<file path="src/rtl/pe_guard_pkg.sv">
package pe_guard_pkg;
    localparam int ADDR_W  = 32;
    localparam int NUM_RGN = 2;
    localparam logic [7:0] ENTRY_KEY = 8'hAA;
    localparam logic [7:0] SEL_NONE  = 8'h00;

    typedef logic [NUM_RGN-1:0] rgn_vec_t;

    typedef struct packed {
        logic [7:0] key;
        logic [7:0] sel;
    } entry_wr_t;

    typedef struct packed {
        logic [ADDR_W-1:0] lo;
        logic [ADDR_W-1:0] hi;
    } win_t;

    // index = region number
    localparam win_t PE_WIN [NUM_RGN] = '{
        '{lo: 32'hFD80_0000, hi: 32'hFD8F_FFFF},
        '{lo: 32'hFD90_0000, hi: 32'hFD97_FFFF}
    };
    localparam win_t RD_WIN [NUM_RGN] = '{
        '{lo: 32'h0000_0000, hi: 32'h000F_FFFF},
        '{lo: 32'h0010_0000, hi: 32'h0017_FFFF}
    };

    function automatic logic in_win(input logic [ADDR_W-1:0] a, input win_t w);
        return (a >= w.lo) && (a <= w.hi);
    endfunction

    // region i is selected by lower-byte code i+1
    function automatic logic [7:0] sel_code(input int idx);
        return 8'(idx + 1);
    endfunction
endpackage

</file>
<file path="src/rtl/pe_entry_reg.sv">
module pe_entry_reg
    import pe_guard_pkg::*;
(
    input  logic     clk,
    input  logic     rst,
    input  logic     wr_en,
    input  logic [15:0] wr_data,
    input  logic     allow_pin,
    input  logic     ready,
    output rgn_vec_t en
);
    entry_wr_t wr;
    rgn_vec_t  en_q, en_nxt, sel_hit;

    assign wr = entry_wr_t'(wr_data);

    for (genvar g = 0; g < NUM_RGN; g++) begin : g_sel
        assign sel_hit[g] = (wr.sel == sel_code(g));
    end

    always_comb begin
        en_nxt = en_q;
        if (wr_en && (wr.key == ENTRY_KEY)) begin
            if (wr.sel == SEL_NONE)
                en_nxt = '0;
            else if (allow_pin && (|sel_hit))
                en_nxt = sel_hit;
        end
        if (ready && !allow_pin)
            en_nxt = '0;
    end

    always_ff @(posedge clk) begin
        if (rst) en_q <= '0;
        else     en_q <= en_nxt;
    end

    assign en = en_q;
endmodule

</file>
<file path="src/rtl/pe_cmd_guard.sv">
module pe_cmd_guard
    import pe_guard_pkg::*;
(
    input  logic              clk,
    input  logic              rst,
    input  rgn_vec_t          en,
    input  logic              cmd_valid,
    input  logic [ADDR_W-1:0] cmd_addr,
    input  logic              lock_clr,
    output logic              lock
);
    rgn_vec_t win_ok;
    logic     legal, lock_q;

    for (genvar g = 0; g < NUM_RGN; g++) begin : g_win
        assign win_ok[g] = en[g] && in_win(cmd_addr, PE_WIN[g]);
    end
    assign legal = |win_ok;

    always_ff @(posedge clk) begin
        if (rst)                          lock_q <= 1'b0;
        else if (lock_clr)                lock_q <= 1'b0;
        else if (!lock_q && cmd_valid && !legal) lock_q <= 1'b1;
    end

    assign lock = lock_q;
endmodule

</file>
<file path="src/rtl/pe_read_map.sv">
module pe_read_map
    import pe_guard_pkg::*;
(
    input  rgn_vec_t          en,
    input  logic [ADDR_W-1:0] rd_addr,
    output rgn_vec_t          rgn_read,
    output logic              all_read,
    output logic              rd_ok
);
    rgn_vec_t hit;

    for (genvar g = 0; g < NUM_RGN; g++) begin : g_rd
        assign rgn_read[g] = !en[g];
        assign hit[g]      = rgn_read[g] && in_win(rd_addr, RD_WIN[g]);
    end

    assign all_read = &rgn_read;
    assign rd_ok    = |hit;
endmodule

</file>
<file path="src/rtl/pe_mode_guard.sv">
module pe_mode_guard
    import pe_guard_pkg::*;
(
    input  logic        clk,
    input  logic        rst,
    input  logic        wr_en,
    input  logic [15:0] wr_data,
    input  logic        pe_allow_pin,
    input  logic        fl_ready,
    input  logic        cmd_valid,
    input  logic [31:0] cmd_addr,
    input  logic        lock_clr,
    input  logic [31:0] rd_addr,
    output logic [1:0]  pe_en,
    output logic [1:0]  rgn_read,
    output logic        all_read,
    output logic        rd_ok,
    output logic        cmd_lock
);
    rgn_vec_t en;

    pe_entry_reg u_entry (
        .clk(clk), .rst(rst), .wr_en(wr_en), .wr_data(wr_data),
        .allow_pin(pe_allow_pin), .ready(fl_ready), .en(en)
    );

    pe_cmd_guard u_cmd (
        .clk(clk), .rst(rst), .en(en), .cmd_valid(cmd_valid),
        .cmd_addr(cmd_addr), .lock_clr(lock_clr), .lock(cmd_lock)
    );

    pe_read_map u_rd (
        .en(en), .rd_addr(rd_addr), .rgn_read(rgn_read),
        .all_read(all_read), .rd_ok(rd_ok)
    );

    assign pe_en = en;
endmodule

</file>
<file path="config.mk">
export PLATFORM = sky130hd
export DESIGN_NAME = pe_mode_guard
export DESIGN_NICKNAME = d
export VERILOG_FILES = /design/src/rtl/pe_guard_pkg.sv /design/src/rtl/pe_entry_reg.sv /design/src/rtl/pe_cmd_guard.sv /design/src/rtl/pe_read_map.sv /design/src/rtl/pe_mode_guard.sv
export SDC_FILE = /design/constraint.sdc
export NUM_CORES = 1
export LEC_CHECK = 0
export BUFFER_PORTS_ARGS = -buffer_cell sky130_fd_sc_hd__buf_2
export CELL_PAD_IN_SITES_DETAIL_PLACEMENT = 0
export CELL_PAD_IN_SITES_GLOBAL_PLACEMENT = 2
export CORE_MARGIN = 5
export CORE_UTILIZATION = 10
export CTS_BUF_LIST = sky130_fd_sc_hd__clkbuf_2
export DETAILED_ROUTE_END_ITERATION = 10
export PLACE_DENSITY_LB_ADDON = 0.1
export SKIP_CTS_REPAIR_TIMING = 1
export SLEW_MARGIN = 10
export SYNTH_ARGS = -nofsm -noshare
export SYNTH_HDL_FRONTEND = slang
export SYNTH_SLANG_ARGS = --single-unit
</file>
<file path="constraint.sdc">
create_clock -name clk -period 1.3 [get_ports clk]
set_input_delay 0.065 -clock clk [delete_from_list [all_inputs] [get_ports clk]]
set_output_delay 0.065 -clock clk [all_outputs]
set_load 0.005 [all_outputs]
</file>
# ---- Yosys cells after proc, flatten, opt, wreduce, memory -nomap -nowiden
# Cells that the tools add are included.
dict set report totals {
  ff_bits 3
  word_cells 42
}
dict set report classes {
  magnitude_cmp 8
  eq_ne 3
  muxes 2
  reduce_logical 27
}
# operator count
set ops {}
lappend ops {{>= comparator 32 bit (second input constant)} 2}
lappend ops {{less-or-equal comparator 32 bit (second input constant)} 2}
lappend ops {{>= comparator 32 x 1 -> 1 bit (second input constant)} 1}
lappend ops {{>= comparator 32 x 21 -> 1 bit (second input constant)} 1}
lappend ops {{less-or-equal comparator 32 x 20 -> 1 bit (second input constant)} 1}
lappend ops {{less-or-equal comparator 32 x 21 -> 1 bit (second input constant)} 1}
lappend ops {{logical AND 1 bit} 13}
lappend ops {{OR reduction 2 bit} 5}
lappend ops {{== test 8 x 1 -> 1 bit (second input constant)} 1}
lappend ops {{== test 8 x 2 -> 1 bit (second input constant)} 1}
lappend ops {{== test 8 bit (second input constant)} 1}
lappend ops {{zero test 8 bit} 1}
lappend ops {{zero test 1 bit} 5}
lappend ops {{two-way mux 2 bit} 2}
lappend ops {{AND reduction 2 bit} 2}
lappend ops {{nonzero test 2 bit} 1}

# ---- Longest topological paths before layout
# Gate-level depths: netlist (run 1).
dict set report logic_depth {
  depth_word 6
  ltp_mapped 4
}

# ---- By module
# Synthesis (run 1) repeated with hierarchy kept, for this count alone.
dict set report hier_totals {
  hier_cells 40
  area_unflattened_um2 325.3
}
# module instances cells_each area_per_inst_um2 seq_area_each_um2
set modules_own_cells {}
lappend modules_own_cells {pe_entry_reg 1 18 172.7 40.0}
lappend modules_own_cells {pe_cmd_guard 1 13 95.1 20.0}
lappend modules_own_cells {pe_read_map 1 9 57.6 0.0}

# ---- Worst setup path after synthesis (run 1)
# No wires, ideal clock.
dict set report synth_timing {
  path_kind {in2reg}
  start {input wr_data[5]}
  end {register u_entry.en_q[0] (netlist: u_entry.en[0])}
  arrival_ns 1.003
  path_slack_ns 0.177
  path_stages 4
  path_cell_list {or4_4 nor3_4 nand4_2 mux2i_1}
}
dict set report synth_via {
  elab_chain_cells 5
  word_cells_on_any_way 9
  classes_between {2 x eq/ne; 2 x mux; 5 x reduce/logical}
}
# element line_no
set synth_rtl {}
lappend synth_rtl {{start: declaration} pe_mode_guard.sv:7} ;# input logic [15:0] wr_data,
lappend synth_rtl {{== test 8 x 1 -> 1 bit / == test 8 x 2 -> 1 bit (equally long branches)} pe_entry_reg.sv:18} ;# assign sel_hit[g] = (wr.sel == sel_code(g));
lappend synth_rtl {{OR reduction 2 bit} pe_entry_reg.sv:26} ;# else if (allow_pin && (|sel_hit))
lappend synth_rtl {{logical AND 1 bit} pe_entry_reg.sv:26}
lappend synth_rtl {{nonzero test 2 bit (no source line)} --}
lappend synth_rtl {{AND reduction 2 bit (no source line)} --}
lappend synth_rtl {{end signal: assignment} pe_entry_reg.sv:35} ;# else en_q <= en_nxt;
lappend synth_rtl {{end: declaration} pe_entry_reg.sv:13} ;# rgn_vec_t en_q, en_nxt, sel_hit;
# Several ways; a longest one is shown, not always the timed one. The select of a mux whose other input is x is not followed.
# A chain may end at the register's enable or synchronous reset.

# ---- Final worst setup path (run 1)
dict set report layout_timing {
  start {register u_entry.en_q[1] (netlist: u_entry.en[1])}
  end {output rd_ok}
}
dict set report layout_via {
  elab_chain_cells 3
}
# element line_no
set layout_rtl {}
lappend layout_rtl {{zero test 1 bit} pe_read_map.sv:13} ;# assign rgn_read[g] = !en[g];
lappend layout_rtl {{logical AND 1 bit} pe_read_map.sv:14} ;# assign hit[g] = rgn_read[g] && in_win(rd_addr, RD_WIN[g]);
lappend layout_rtl {{OR reduction 2 bit} pe_read_map.sv:18} ;# assign rd_ok = |hit;
lappend layout_rtl {{end: declaration} pe_mode_guard.sv:17} ;# output logic rd_ok,
# Every way passes these cells.

==> results of run 1 <==
[metal layers]
layer / up-vias / GRT usage, %
met1: 224 / 6.22
met4: 0 / 4.66
met2: 28 / 10.6
li1: 271 / -
met3: 0 / 2.08
met5: - / 0
[area by class of cell]
class / count / area, um2
sequential: 3 / 61.3
timing repair buffer: 55 / 275
inverter: 4 / 15.0
fill: 339 / 2330
tap: 33 / 41.3
clock buffer: 4 / 20.0
multi-input combinational: 31 / 233
[registers in the layout (all words and copies together), names as in the netlist]
name,flops
u_cmd.lock,1
u_entry.en,2
[cells by family (layout without fill, tap and decap cells)]
group	count (synthesis)	in the layout
mux	2	2
simple gates	22	22
flops	3	3
buf+inv	4	63
compound gates	7	7
[power by group]
part	internal, mW	switching [mW]	total, mW
Sequential	0.0939	0.000848	0.0948
Combinational	0.0633	0.0349	0.0982
Clock	0.0812	0.0460	0.127
[synthesized netlist by cell type]
| library cell | number |
|---|---|
| a2111oi_0 | 1 |
| a2111oi_1 | 1 |
| a21oi_1 | 1 |
| and3b_1 | 1 |
| dfxtp_1 | 3 |
| inv_1 | 3 |
| inv_2 | 1 |
| mux2i_1 | 2 |
| nand2_1 | 3 |
| nand3_1 | 1 |
| nand4_2 | 1 |
| nand4b_1 | 4 |
| nand4bb_1 | 1 |
| nor2_1 | 4 |
| nor3_1 | 1 |
| nor3_4 | 1 |
| nor3b_1 | 1 |
| nor4_1 | 3 |
| o211ai_1 | 1 |
| o21ai_0 | 2 |
| o311ai_1 | 1 |
| or4_4 | 1 |
[per-stage QoR]
step                      setup slack (ns)  setup TNS [ns]  hold WS [ns]  cell area, um2
after detailed placement          -0.00930        -0.00930         0.252             619
after global routing               -0.0695         -0.0695        0.0274             646
after floorplan                      0.177               0         0.154             303
after global placement            -0.00326        -0.00326         0.240             619
after CTS                          -0.0528         -0.0528        0.0258             639
final                               0.0437               0        0.0403             646
[final timing paths]
check,cells past startpoint,slack [ns],end,from
worst min register to register,2,0.50,u_entry.en[1],u_entry.en[1]
worst max register to register,3,0.23,u_cmd.lock,u_entry.en[1]
worst max-delay path,4,0.04,rd_ok,u_entry.en[1]
worst min-delay path,2,0.04,u_cmd.lock,lock_clr
==> key figures, run 1 <==
Status
  • Status: finished, final reports clean

Flow run
  • Max Cap Viol: 0

Floorplan
  • Core footprint: 0.00298 mm2
  • IO Count: 94
  • Vert. Die Dim: 65.0 um
  • Die area: 0.00423 mm2
  • Initial Util: 10.2%
  • Row count: 20
  • Die Wd: 65.0 um

Yosys
  • Mapped Cells: 38
  • Synth top area share: 19.8%
  • Top post-synthesis cells by area: dfxtp_1, nand4b_1, mux2i_1
  • Synth Area in Adders: 0%
  • Leading area contributor after synthesis: dfxtp_1
  • Fraction of the mapped netlist area in compound gates: 16.5%
  • Yosys cell types: 22
  • Post-synthesis mux area share: 6.61%
  • FF+latch count, synth: 3
  • Yosys warning count: 0
  • Post-synth net total: 125
  • Simple-gate share of the synthesized area: 52.1%
  • Largest family of logic cells by synthesized area: simple AND/OR/NAND/NOR gates
  • Cell area after synthesis: 303 um2
  • Syn_area_per_cell: 7.97 um2
  • Sequential-to-total area share from yosys stat: 19.8%
  • XOR/XNOR Fraction of Synth Area: 0%

Clock network
  • H-tree levels: 1
  • CTS tree: done
  • Clk_lat worst skew: 0.20 ns
  • Clock Path Buffers: 2
  • Num Clock Sinks: 3
  • Worst-path clk slew: 0.04 ns
  • Root buffer cell: clkbuf_2
  • CTS Buf Count: 3

Route
  • Routed via count: 523
  • DRT Pass-1 Iters: 4
  • DRT Wirelength: 1.35 mm
  • Met1 WL: 523 um
  • Met2 wire len: 649 um
  • Average wire per standard cell: 10.4 um
  • Top sig layer: met3
  • Met3 wire len: 180 um
  • Initial DRC Count: 4
  • Routed vias/inst: 4.02
  • Remaining DRCs: 0
  • Routed Antenna Nets: 0

Pwr
  • Worst VDD drop: 0.130 mV
  • Final Total Pwr: 0.320 mW
  • Leak: 0.340 nW
  • Pwr/cell area: 496 mW/mm2

Global route
  • Tot GR Track Use: 6.22%
  • Largest net degree at the start of global routing: 7
  • Initial antenna violation count: 0
  • Overflow after GRT: 0
  • Global-route wire length before repair: 2.07 mm
  • Vias in the first global route: 520

Timing
  • Slew Limit Fails: 0
  • Crit share post-route: 96.6%
  • RSZ-0062 raised after global routing: yes
  • Final Skew: 0.00375 ns
  • Worst slew pin tran: 0.399 ns
  • Fin crit period: 1.26 ns
  • Max-slew headroom: 73.4%
  • Fmax: 796 MHz
  • Finish-stage setup viols: 0
  • Final hold vios: 0

Critical path
  • Crit-path leading delay family: simple AND/OR/NAND/NOR gates
  • CP bufs+invs: 1
  • CP cell instances: nor3b_2 > o211ai_1 > nor4_1 > buf_2
  • CP Class: reg -> out
  • Slowest cell on crit path: dfxtp_2
  • Crit path capture type: output pin
  • Peak fanout along the critical path: 6
  • Arr. time, crit path: 1.19 ns
  • Worst path required time: 1.24 ns
  • Nature of the critical path startpoint: register
  • Max stage delay on crit path: 0.34 ns

Finish
  • Final core occ: 21.7%
  • Cell Count, Final, Fillers Out: 130
  • Final-stage net count: 185
  • Commonest non-fill, non-tap cell in the layout: buf_2
  • Commonest non-fill, non-tap cells in the layout: buf_2, nor2_1, nand4b_1, clkbuf_2
  • Synth-to-Final Area Change: 113%
  • Antenna cells: 0
  • Layout cells sized above 1: 67.0%

Min path
  • HP Class: in -> reg

Placed design
  • Port Buf Inserts: 55
  • Inst Count DP: 126
  • Final GP Congestion: 0.637
Power figures use the tool's default switching activity.
==> inputs of run 2 (changes only) <==
- CELL_PAD_IN_SITES_GLOBAL_PLACEMENT: 2 -> 1
==> run 2 against run 1 <==
  * Non-clock buffer count is 2 higher
  * Flip-flop and latch count stayed put
  * Critical path depth stayed put
  * Highest routed layer unchanged
  * Core utilization is 0.63 points higher
  * Routed wire length is 3.1% higher
  * First-iteration DRC count is 100% lower
  * Register-to-register slack worse by 0.10 ns
==> key figures, run 2 (synthesized netlist as in run 1, its figures left out) <==
Floorplan
  • Row count: 20 (unchanged)
  • Die Wd: 65.0 um (unchanged)
  • Core footprint: 0.00298 mm2 (unchanged)
  • Vert. Die Dim: 65.0 um (unchanged)
  • Die area: 0.00423 mm2 (unchanged)
  • IO Count: 94 (unchanged)
  • Initial Util: 10.2% (unchanged)

Finish
  • Area of the multi-input gates: 234 um2 (+0.54%)
  • Layout cells sized above 1: 67.7% (+0.67 points)
  • Antenna cells: 0 (unchanged)
  • Final-stage net count: 187 (+1.1%)
  • Largest register FFs: 2 (unchanged)
  • Sequential Area: 63.8 um2 (+4.1%)
  • Commonest non-fill, non-tap cells in the layout: buf_2, nor2_1, nand4b_1, clkbuf_2
  • Fillers: 343 (+1.2%)
  • Synth-to-Final Area Change: 119%
  • Commonest non-fill, non-tap cell in the layout: buf_2

Timing
  • Slew Limit Fails: 0 (unchanged)
  • Setup TNS Final: 0 ns (unchanged)
  • Worst slew pin tran: 0.422 ns (+0.0230 ns)
  • Fmax: 798 MHz (+0.19%)
  • Max-slew headroom: 71.8% (-1.5 points)
  • Final hold vios: 0 (unchanged)
  • Fin crit period: 1.25 ns (-0.00241 ns)
  • Crit share post-route: 96.5% (-0.19 points)
  • Fin Hold WS: 0.0267 ns (-0.0136 ns)
  • RSZ-0062 raised after global routing: yes
  • Finish-stage setup viols: 0 (unchanged)
  • Final Skew: 0.00144 ns (-0.00231 ns)

Route
  • Routed Antenna Nets: 0 (unchanged)
  • Routed via count: 533 (+1.9%)
  • Routed vias/inst: 4.04 (+0.37%)
  • DRT Pass-1 Iters: 1 (-3)
  • Initial DRC Count: 0 (-4)
  • Remaining DRCs: 0 (unchanged)
  • DRT Wirelength: 1.40 mm (+3.1%)
  • Average wire per standard cell: 10.6 um (+1.5%)

Clock network
  • CTS tree: done
  • Clk_lat worst skew: 0.20 ns (about the same)
  • Num Clock Sinks: 3 (unchanged)
  • Worst-path clk slew: 0.05 ns (about the same)
  • Root buffer cell: clkbuf_2
  • CTS Buf Count: 3 (unchanged)
  • H-tree levels: 1 (unchanged)
  • Clock Path Buffers: 2 (unchanged)

Pwr
  • Final Total Pwr: 0.322 mW (+0.68%)
  • Leak: 0.351 nW (+3.3%)
  • Worst VDD drop: 0.122 mV (-6.6%)
  • Pwr/cell area: 485 mW/mm2 (-2.2%)

Critical path
  • Worst path required time: 1.24 ns (about the same)
  • Crit path capture type: output pin
  • Arr. time, crit path: 1.19 ns (about the same)
  • Max stage delay on crit path: 0.35 ns (about the same)
  • Crit-path leading delay family: simple AND/OR/NAND/NOR gates
  • Peak fanout along the critical path: 4 (-2)
  • CP Class: reg -> out
  • CP cell instances: nor3b_2 > o211ai_1 > nor4_1 > buf_2
  • CP bufs+invs: 1 (unchanged)
  • Nature of the critical path startpoint: register
  • Slowest cell on crit path: dfxtp_4

Global route
  • Overflow after GRT: 0 (unchanged)
  • Largest net degree at the start of global routing: 7 (unchanged)
  • Vias in the first global route: 534 (+2.7%)
  • Initial antenna violation count: 0 (unchanged)
  • Tot GR Track Use: 6.40% (+0.18 points)
  • Global-route wire length before repair: 2.11 mm (+2.0%)

Flow run
  • Max Cap Viol: 0 (unchanged)

Placed design
  • Port Buf Inserts: 55 (unchanged)
  • Final GP Congestion: 0.620 (-2.7%)

Status
  • Status: finished, final reports clean

Min path
  • HP Class: in -> reg
run 2: changes by cell type in the layout (fill, tap and decap cells not counted), sizes merged:
cell and change:
buf +2
run 2: path summary, 6_finish.rpt:
kind / slack [ns] / depth (start not counted) / from / endpoint
max: 0.05 / 4 / u_entry.en[1] / rd_ok
min: 0.03 / 2 / lock_clr / u_cmd.lock
max reg2reg: 0.13 / 4 / u_entry.en[1] / u_cmd.lock
min reg2reg: 0.50 / 2 / u_cmd.lock / u_cmd.lock
run 2: per-stage QoR:
| step | setup WS, ns | cell area [um2] | instances | util, % |
|---|---|---|---|---|
| 6_report | 0.0461 | 664 | 132 | 22.3 |
| 5_1_grt | -0.126 | 664 | 132 | 22.3 |
| 4_1_cts | -0.0292 | 639 | 130 | 21.5 |
| 3_5_place_dp | -0.000693 | 619 | 126 | 20.8 |
| 3_3_place_gp | 0.0102 | 619 | 126 | 20.8 |
| 2_1_floorplan | 0.177 | 303 | 38 | - |
run 2: power by group:
group | leakage (nW) | total, mW | switching [mW] | internal [mW]
clock | 0.0166 | 0.131 | 0.0498 | 0.0813
sequential | 0.0251 | 0.0925 | 0.000759 | 0.0917
combinational | 0.309 | 0.0987 | 0.0351 | 0.0636
run 2: area by class of cell:
class / count / share of cell area [%]
Multi-Input combinational cell: 31 / 35.2
Sequential cell: 3 / 9.60
Timing Repair Buffer: 57 / 43.7
Inverter: 4 / 2.26
Tap cell: 33 / 6.21
Clock buffer: 4 / 3.01
run 2: per-layer routing:
layer	track usage (%)	vias to the layer above	part of all wire, %
met5	0	-	0
met4	4.66	0	0
met1	6.85	225	43
met3	1.04	0	12
li1	-	274	-
met2	11.2	34	45
==> inputs of run 3 (changes only) <==
- SYNTH_HIERARCHICAL: default -> 1
==> run 3 against run 2 <==
  * Critical endpoint unchanged
  * Largest cell class unchanged
  * Largest power group unchanged
  * First-iteration DRC count is 12 higher
  * Cell count increased by 9.1%
  * Fmax rose by 5.8%
  * Clock-buffer cell count did not move
  * Sequential power up 2.5%
  * Non-clock buffer count down 1
  * Highest routed layer unchanged
==> key figures, run 3 <==
Global route
  • Tot GR Track Use: 5.84% (-0.56 points)
  • Largest net degree at the start of global routing: 7 (unchanged)
  • Vias in the first global route: 480 (-10%)
  • Initial antenna violation count: 0 (unchanged)
  • Overflow after GRT: 0 (unchanged)
  • Global-route wire length before repair: 1.98 mm (-6.2%)

Yosys
  • Most frequent cells after synthesis: inv_1, dfxtp_1, nand2_1, nand4b_1, nor2_1
  • Top post-synthesis cells by area: dfxtp_1, nand4b_1, mux2i_1
  • Syn_area_per_cell: 8.13 um2 (+2.1%)
  • Primary FF master, synth: dfxtp_1
  • Synth top area share: 18.5% (-1.4 points)
  • Synth async-reset ratio: 0% (unchanged)
  • Leading area contributor after synthesis: dfxtp_1
  • Synth Area in Adders: 0% (unchanged)
  • Yosys warning count: 6 (+6)
  • Yosys cell types: 25 (+14%)
  • Cell area after synthesis: 325 um2 (+7.4%)
  • FF+latch count, synth: 3 (unchanged)
  • Simple-gate share of the synthesized area: 53.8% (+1.8 points)
  • Post-synth net total: 127 (+1.6%)
  • Post-synth EDFFs: 0 (unchanged)
  • XOR/XNOR Fraction of Synth Area: 0% (unchanged)
  • Largest family of logic cells by synthesized area: simple AND/OR/NAND/NOR gates
  • Mapped Cells: 40 (+5.3%)
  • Sequential-to-total area share from yosys stat: 18.5% (-1.4 points)
  • Post-synthesis mux area share: 6.15% (-0.46 points)
  • Most common cell in the netlist: inv_1
  • Fraction of the mapped netlist area in compound gates: 15.8% (-0.76 points)

Finish
  • Layout cells sized above 1: 67.0% (-0.68 points)
  • Largest register FFs: 2 (unchanged)
  • Final-stage net count: 188 (+0.53%)
  • Fillers: 366 (+6.7%)
  • Area of the multi-input gates: 251 um2 (+7.5%)
  • Commonest non-fill, non-tap cells in the layout: buf_2, clkbuf_2, inv_1
  • Finished Cell Area: 688 um2 (+3.6%)
  • Final core occ: 22.4% (+0.047 points)
  • Synth-to-Final Area Change: 112%
  • Sequential Area: 60.1 um2 (-5.9%)
  • Commonest non-fill, non-tap cell in the layout: buf_2
  • Antenna cells: 0 (unchanged)

Critical path
  • R2R cell count: 3 (-1)
  • WP depth: 4 (unchanged)
  • Peak fanout along the critical path: 4 (unchanged)
  • CP cell instances: buf_4 > nor3b_2 > o2111a_1 > buf_2
  • Arr. time, crit path: 1.12 ns (-0.07 ns)
  • CP Class: reg -> out
  • Crit path capture type: output pin
  • Nature of the critical path startpoint: register
  • Slowest cell on crit path: dfxtp_1
  • CP bufs+invs: 2 (+1)
  • Crit-path leading delay family: flip-flops
  • Worst path required time: 1.24 ns (about the same)
  • Max stage delay on crit path: 0.33 ns (-0.02 ns)

Timing
  • Fin Hold WS: 0.145 ns (+0.118 ns)
  • Fin crit period: 1.19 ns (-0.0683 ns)
  • Fmax: 843 MHz (+5.8%)
  • RSZ-0062 raised after global routing: no
  • Finish-stage setup viols: 0 (unchanged)
  • Worst slew pin tran: 0.396 ns (-0.0261 ns)
  • Crit share post-route: 91.2% (-5.3 points)
  • Final Skew: 0.00407 ns (+0.00263 ns)
  • Final hold vios: 0 (unchanged)
  • Slew Limit Fails: 0 (unchanged)
  • Max-slew headroom: 73.6% (+1.7 points)

Route
  • Initial DRC Count: 12 (+12)
  • DRT Wirelength: 1.37 mm (-2.1%)
  • Routed Antenna Nets: 0 (unchanged)
  • Average wire per standard cell: 9.49 um (-10%)
  • Remaining DRCs: 0 (unchanged)
  • Routed via count: 513 (-3.8%)
  • Routed vias/inst: 3.56 (-12%)
  • DRT Pass-1 Iters: 3 (+2)

Clock network
  • Root buffer cell: clkbuf_2
  • Worst-path clk slew: 0.04 ns (about the same)
  • Num Clock Sinks: 3 (unchanged)
  • Clk_lat worst skew: 0.20 ns (about the same)
  • CTS Buf Count: 3 (unchanged)
  • Clock Path Buffers: 2 (unchanged)
  • H-tree levels: 1 (unchanged)
  • CTS tree: done

Flow run
  • Max Cap Viol: 0 (unchanged)

Pwr
  • Leak: 0.358 nW (+2.0%)
  • Worst VDD drop: 0.162 mV (+34%)
  • Clock share of power: 39.4% (-1.3 points)
  • Net Sw Frac: 26.1% (-0.51 points)
  • P_int: 0.241 mW (+1.9%)
  • Final Total Pwr: 0.326 mW (+1.2%)
  • Switching Power: 0.0850 mW (-0.77%)
  • Sequential Power Share: 29.1% (+0.4 points)
  • Pwr/cell area: 474 mW/mm2 (-2.3%)
  • Logic gate share of total power: 31.6% (+1.0 points)

Floorplan
  • IO Count: 94 (unchanged)
  • Vert. Die Dim: 67.0 um (+3.1%)
  • Core footprint: 0.00308 mm2 (+3.4%)
  • Die area: 0.00449 mm2 (+6.3%)
  • Initial Util: 10.6% (+0.40 points)
  • Row count: 20 (unchanged)
  • Die Wd: 67.0 um (+3.1%)

Min path
  • HP Class: in -> reg
  • Hold depth: 4 (+2)

Placed design
  • Port Buf Inserts: 55 (unchanged)
  • Final GP Congestion: 0.651 (+5.0%)
  • Cell Area, Placed: 663 um2 (+7.1%)
  • DP HPWL: 1.26 mm

Status
  • Status: finished, final reports clean
## run 3: power groups by stage
stage               registers [mW]  logic [mW]  clock network [mW]
finish                      0.0948       0.103               0.128
detailed placement          0.0963       0.103                   0
CTS                         0.0947       0.104               0.138
global route                0.0949       0.115               0.151
floorplan                   0.0964      0.0231                   0
global placement            0.0963       0.102                   0
## run 3: worst paths after layout
| check | start | endpoint | slack [ns] |
|---|---|---|---|
| max | u_entry/en[1] | rd_ok | 0.11 |
| min | lock_clr | u_cmd/lock | 0.14 |
| max reg2reg | u_entry/en[1] | u_cmd/lock | 0.35 |
| min reg2reg | u_entry/en[1] | u_entry/en[1] | 0.51 |
## run 3: worst reg2reg max path: stages, from the launching register on
cell	delay, ns
dfxtp_1	0.37
nand2b_1	0.07
o32ai_1	0.27
a31oi_1	0.12
## run 3: metal layers
layer | track usage, % | up-vias | share of wire (%)
met3 | 2.02 | 0 | 15
met4 | 3.80 | 0 | 0
met1 | 6.18 | 204 | 39
met2 | 9.69 | 33 | 45
li1 | - | 276 | -
met5 | 0 | - | 0
## run 3: metrics by stage
stage          setup WS (ns)  setup TNS, ns  instances
6_report               0.114              0        144
2_1_floorplan          0.177              0         40
5_1_grt              0.00965              0        144
3_3_place_gp         0.00231              0        140
3_5_place_dp        -0.00818        -0.0163        140
4_1_cts               0.0360              0        144
## run 3: cell families after synthesis
logic type	Yosys count
flops	3
simple gates	23
compound gates	7
mux	2
buf+inv	5
## run 3: final cells by class
| cell class | instances | area share [%] |
|---|---|---|
| timing repair buffer | 56 | 41.1 |
| multi-input combinational | 32 | 36.5 |
| sequential | 3 | 8.73 |
| tap | 44 | 8.00 |
| clock buffer | 4 | 2.91 |
| inverter | 5 | 2.73 |
